==> src/rtl/rx_accept_pkg.sv <==
package rx_accept_pkg;
    typedef enum logic [1:0] {
        ST_IDLE     = 2'd0,
        ST_COLLECT  = 2'd1,
        ST_WAIT_EOF = 2'd2
    } arb_state_t;
endpackage

==> src/rtl/arb_low_width_qual.sv <==
// Counts consecutive low samples of an active-low line and flags the
// edge on which the run reaches MIN_LOW samples (and every edge after).
module arb_low_width_qual #(
    parameter int MIN_LOW = 50
) (
    input  logic clk,
    input  logic rst_n,
    input  logic line_n,
    output logic qualified
);
    localparam int CW = $clog2(MIN_LOW + 1);
    localparam logic [CW-1:0] SAT = CW'(MIN_LOW - 1);

    logic [CW-1:0] run_q;

    always_ff @(posedge clk or negedge rst_n) begin
        if (!rst_n) begin
            run_q <= '0;
        end else if (line_n) begin
            run_q <= '0;
        end else if (run_q != SAT) begin
            run_q <= run_q + 1'b1;
        end
    end

    // Current low sample plus MIN_LOW-1 earlier consecutive lows
    assign qualified = !line_n && (run_q == SAT);
endmodule

==> src/rtl/arb_byte_window.sv <==
// Byte-time counter started by the delimiter; flags the strobe that
// closes the external-reject window.
module arb_byte_window #(
    parameter int WINDOW_BYTES = 64
) (
    input  logic clk,
    input  logic rst_n,
    input  logic restart,
    input  logic count_en,
    input  logic byte_stb,
    output logic close_now
);
    localparam int BW = $clog2(WINDOW_BYTES + 1);
    localparam logic [BW-1:0] LAST = BW'(WINDOW_BYTES - 1);

    logic [BW-1:0] cnt_q;

    always_ff @(posedge clk or negedge rst_n) begin
        if (!rst_n) begin
            cnt_q <= '0;
        end else if (restart) begin
            cnt_q <= '0;
        end else if (count_en && byte_stb && cnt_q != LAST) begin
            cnt_q <= cnt_q + 1'b1;
        end
    end

    assign close_now = count_en && byte_stb && (cnt_q == LAST);
endmodule

==> src/rtl/rx_accept_arbiter.sv <==
module rx_accept_arbiter
    import rx_accept_pkg::*;
#(
    parameter int CLK_PERIOD_PS = 4000,
    parameter int MIN_PULSE_PS  = 200000,
    parameter int WINDOW_BYTES  = 64
) (
    input  logic clk,
    input  logic rst_n,
    input  logic started,
    input  logic sfd,
    input  logic byte_stb,
    input  logic eof,
    input  logic int_match,
    input  logic ext_reject_n,
    input  logic cfg_prom,
    input  logic cfg_runt_ok,
    input  logic cfg_no_phys,
    input  logic cfg_laf_zero,
    output logic dec_valid,
    output logic dec_accept
);
    localparam int MIN_LOW = (MIN_PULSE_PS + CLK_PERIOD_PS - 1) / CLK_PERIOD_PS;

    arb_state_t state_q, state_d;
    logic match_seen_q, rej_seen_q;
    logic rej_qual, win_close;
    logic match_now, rej_now, emit, accept_d;
    logic open_frame;

    arb_low_width_qual #(.MIN_LOW(MIN_LOW)) u_qual (
        .clk       (clk),
        .rst_n     (rst_n),
        .line_n    (ext_reject_n),
        .qualified (rej_qual)
    );

    assign open_frame = (state_q == ST_IDLE) && started && sfd;

    arb_byte_window #(.WINDOW_BYTES(WINDOW_BYTES)) u_win (
        .clk       (clk),
        .rst_n     (rst_n),
        .restart   (open_frame),
        .count_en  (state_q == ST_COLLECT),
        .byte_stb  (byte_stb),
        .close_now (win_close)
    );

    // Effective internal match and qualified reject including this cycle
    assign match_now = (match_seen_q || int_match) && !(cfg_no_phys && cfg_laf_zero);
    assign rej_now   = rej_seen_q || rej_qual;

    // Next-state logic
    always_comb begin
        state_d  = state_q;
        emit     = 1'b0;
        accept_d = 1'b0;
        unique case (state_q)
            ST_IDLE: begin
                if (started && sfd) state_d = ST_COLLECT;
            end
            ST_COLLECT: begin
                if (!started) begin
                    state_d = ST_IDLE;
                end else if (win_close) begin
                    state_d  = ST_WAIT_EOF;
                    emit     = 1'b1;
                    accept_d = cfg_prom || match_now || !rej_now;
                end else if (eof) begin
                    state_d  = ST_IDLE;
                    emit     = 1'b1;
                    accept_d = cfg_runt_ok && (cfg_prom || match_now || !rej_now);
                end
            end
            ST_WAIT_EOF: begin
                if (!started || eof) state_d = ST_IDLE;
            end
            default: state_d = ST_IDLE;
        endcase
    end

    // State register and per-frame sticky flags
    always_ff @(posedge clk or negedge rst_n) begin
        if (!rst_n) begin
            state_q      <= ST_IDLE;
            match_seen_q <= 1'b0;
            rej_seen_q   <= 1'b0;
        end else begin
            state_q <= state_d;
            if (open_frame) begin
                match_seen_q <= 1'b0;
                rej_seen_q   <= 1'b0;
            end else if (state_q == ST_COLLECT) begin
                match_seen_q <= match_seen_q || int_match;
                rej_seen_q   <= rej_now;
            end
        end
    end

    // Output register
    always_ff @(posedge clk or negedge rst_n) begin
        if (!rst_n) begin
            dec_valid  <= 1'b0;
            dec_accept <= 1'b0;
        end else begin
            dec_valid  <= emit;
            dec_accept <= emit && accept_d;
        end
    end
endmodule

==> config.mk <==
export PLATFORM = sky130hd
export DESIGN_NAME = rx_accept_arbiter
export DESIGN_NICKNAME = d
export VERILOG_FILES = /design/src/rtl/rx_accept_pkg.sv /design/src/rtl/arb_low_width_qual.sv /design/src/rtl/arb_byte_window.sv /design/src/rtl/rx_accept_arbiter.sv
export SDC_FILE = /design/constraint.sdc
export NUM_CORES = 1
export LEC_CHECK = 0
export BUFFER_PORTS_ARGS = -buffer_cell sky130_fd_sc_hd__buf_2
export CAP_MARGIN = 15
export CORE_ASPECT_RATIO = 1.4
export CORE_MARGIN = 5
export CORE_UTILIZATION = 44
export DETAILED_ROUTE_END_ITERATION = 16
export GPL_TIMING_DRIVEN = 0
export REMOVE_ABC_BUFFERS = 1
export SLEW_MARGIN = 20
export SYNTH_ARGS = -nofsm -noshare
export SYNTH_HDL_FRONTEND = slang
export SYNTH_SLANG_ARGS = --single-unit
==> constraint.sdc <==
create_clock -name clk -period 3.3 [get_ports clk]
set_input_delay 0.66 -clock clk [delete_from_list [all_inputs] [get_ports clk]]
set_output_delay 0.66 -clock clk [all_outputs]
set_load 0.02 [all_outputs]
==> metrics.md <==
| Metric | Value |
|---|---|
| All-Layer GR Usage | 13.8% |
| GPL Wtd Cong | 0.682 |
| Power density over cell area | 398 mW/mm² |
| Setup tns final | 0 ns |
| Rows | 20 |
| Core ar. | between 0.002 and 0.0025 mm² |
| CP Depth | 1 |
| Routed wire length | 2050 µm |
| Crit path cell chain | buf_2 |
| Share of cells above drive strength 1 | 19.8% |
| Post-DP Area | 0.00110 mm² |
| Area share of the largest cell type after synthesis | 46.2% |
| Crit path buf inv count | 1 |
| Worst-margin pin slew | 0.751 ns |
| Initial antenna violation count | 0 |
| Syn Area/Cell | 10.6 µm² |
| # resized after CTS | 0 |
| Die area | 0.00342 mm² |
| Peak VDD IR | approximately 0.22 mV |
| Drt first pass iters | 4 |
| Setup crit end kind | output port |
| Post-CTS Hold Buffers | 0 |
| Lkg Pwr | 0.593 nW |
| Hpwl dp | 1590 µm |
| CTS tree | yes |
| Final clock skew | 0.00275 ns |
| Worst-path clk slew | 0.11 ns |
| Die Height | roughly 67 µm |
| Worst-path maximum fanout | 1 |
| Via count | 758 |
| Total CTS buffers | 3 |
| Worst path arrival time | 0.82 ns |
| CTS Root Cell | clkbuf_4 |
| Largest net degree at the start of global routing | 20 |
| Worst path top cell family by delay | flip-flops |
| Critical path launch point | dec_accept$_DFF_PN0_ |
| Crit path time final | 1.48 ns |
| Worst path max stage delay | 0.37 ns |
| Fmax | 674 MHz |
| RSZ-0062 raised after global routing | false |
| H-tree depth | 1 |
| Starting Density | 46.7% |
| EDFF count, synth | 0 |
| IO Port Bufs | 13 |
| Initial DRC Count | 17 |
| Synthesized area | between 0.001 and 0.0015 mm² |
| Buffer depth of the longest clock path | 2 |
| Seq/Total Area, Yosys | a little under half |
| Ys Warns | 0 |
| Synth unique cells | about 40 |
| Ranking of synthesized cells by area | dfrtp_1, mux2i_1, ha_1 |
| Per-cell routed wire length | 15.4 µm |
| Reg2Reg Depth | 4 |
| First-pass GRT wire length | 3620 µm |
| Final period util | between 40% and 50% |
| Vias per cell | 5.70 |
| Vias in the first global route | a little over 800 |
| Remaining global-route overflow | 0 |
| Setup repair bufs after CTS | 0 |
| Kind of critical path | reg -> out |
| Worst skew pair latency | ~0.30 ns |
| Commonest cells post-synth | dfrtp_1, nand2_1, inv_1 |
| Main synth FF type | dfrtp_1 |
| Worst reg2reg endpoint | u_win.cnt_q[3]$_DFFE_PN0P_ |
| ANT nets after route | 0 |
| Antenna cells | 0 |
| Yosys top cell by area | dfrtp_1 |
| FF+latch count, synth | 19 |
| Hold Crit Class | in -> async |
| CTS sink count | 19 |
| DRC viols | 0 |
| Post-route cell area | around 0.0011 mm² |
| Final #Nets | 127 |
| Outcome | finished clean |
| Slew HR | 49.5% |
| Die Width | 50.9 µm |
| Max Transition Viols Final | 0 |
| R2R Setup Slk | 1.83 ns |
| Post-Synthesis Cells | 97 |
| Final setup fails | 0 |
| Critical R2R Launch | u_win.cnt_q[0]$_DFFE_PN0P_ |
| Worst Setup EP | dec_accept |
| MaxCap Viol Count | 0 |
| Critical path data required time | 2.64 ns |
| I/O pin count | 14 |
| Final Hold Fails | 0 |
| Count leader, synth | dfrtp_1 |
| Asr flop ratio synth | 100% |
| Crit start category | flip-flop |
| CP max stage cell | dfrtp_1 |
| Synth-to-Final Area Change | 9.49% |
cell families after synthesis:
group,synth area share (%)
flip-flops,46.2
multiplexers,3.89
adder cells (fa/ha/maj),3.65
XOR/XNOR,2.56
AND/OR/NAND/NOR,24.3
buffers and inverters,4.38
AO/OA/AOI/OAI,15.0
worst min path at each step:
stage	from	to	slack [ns]	cells past startpoint
finish	rst_n	u_win.cnt_q[2]$_DFFE_PN0P_	0.28	1
detailed placement	rej_seen_q$_DFFE_PN0P_	rej_seen_q$_DFFE_PN0P_	0.49	1
floorplan	rst_n	dec_accept$_DFF_PN0_	0.36	0
CTS	rst_n	u_qual.run_q[4]$_DFFE_PN0N_	0.30	1
global route	rst_n	u_win.cnt_q[5]$_DFFE_PN0P_	0.30	1
global placement	rej_seen_q$_DFFE_PN0P_	rej_seen_q$_DFFE_PN0P_	0.48	1
layout make-up:
type / instances / area (µm²)
Fill cell: 220 / 1080
Multi-Input combinational cell: 69 / 508
Sequential cell: 19 / 475
Timing Repair Buffer: 13 / 65.1
Tap cell: 22 / 27.5
Clock buffer: 3 / 22.5
Inverter: 6 / 22.5
Clock inverter: 1 / 5.00
registers in the layout (all words and copies together), names as in the netlist:
signal	cells
rej_seen_q	1
dec_valid	1
u_qual.run_q	6
u_win.cnt_q	7
match_seen_q	1
dec_accept	1
state_q	2
per-stage QoR:
| step | utilization (%) | total power, mW | worst slack [ns] | hold WS (ns) | cells |
|---|---|---|---|---|---|
| floorplan | - | 0.306 | 1.86 | 0.364 | 94 |
| global placement | 49.9 | 0.330 | 1.56 | 0.477 | 129 |
| detailed placement | 49.9 | 0.334 | 1.54 | 0.486 | 129 |
| CTS | 51.1 | 0.453 | 1.81 | 0.298 | 133 |
| global route | 51.1 | 0.478 | 1.72 | 0.303 | 133 |
| finish | 51.1 | 0.448 | 1.82 | 0.276 | 133 |
report_power, final:
part | switching, mW | leakage (nW) | internal (mW)
registers | 0.0196 | 0.258 | 0.248
clock network | 0.0748 | 0.0177 | 0.0452
logic | 0.0339 | 0.318 | 0.0263
total | 0.128 | 0.593 | 0.319
cell usage in the layout, fill, tap and decap left out, drive strengths merged, types with 2 or more instances in the layout:
cell and count:
xor2 2, o211ai 2, clkbuf 3, nand4b 2
mux2i 4, buf 13, o21a 3, o21ai 3
a21oi 3, and3 3, nand2 9, inv 6
a211oi 2, nand3 4, nand4 3, ha 3
nor3 5, dfrtp 19, nor2 4
per-layer routing:
metal / track usage, % / wire length, µm / vias to the layer above
met5: 0 / 0 / -
li1: - / - / 384
met3: 2.43 / 62 / 4
met4: 5.11 / 31 / 0
met1: 15.4 / 821 / 360
met2: 25.5 / 1130 / 10
No activity file was read; power rests on OpenSTA's default activity.
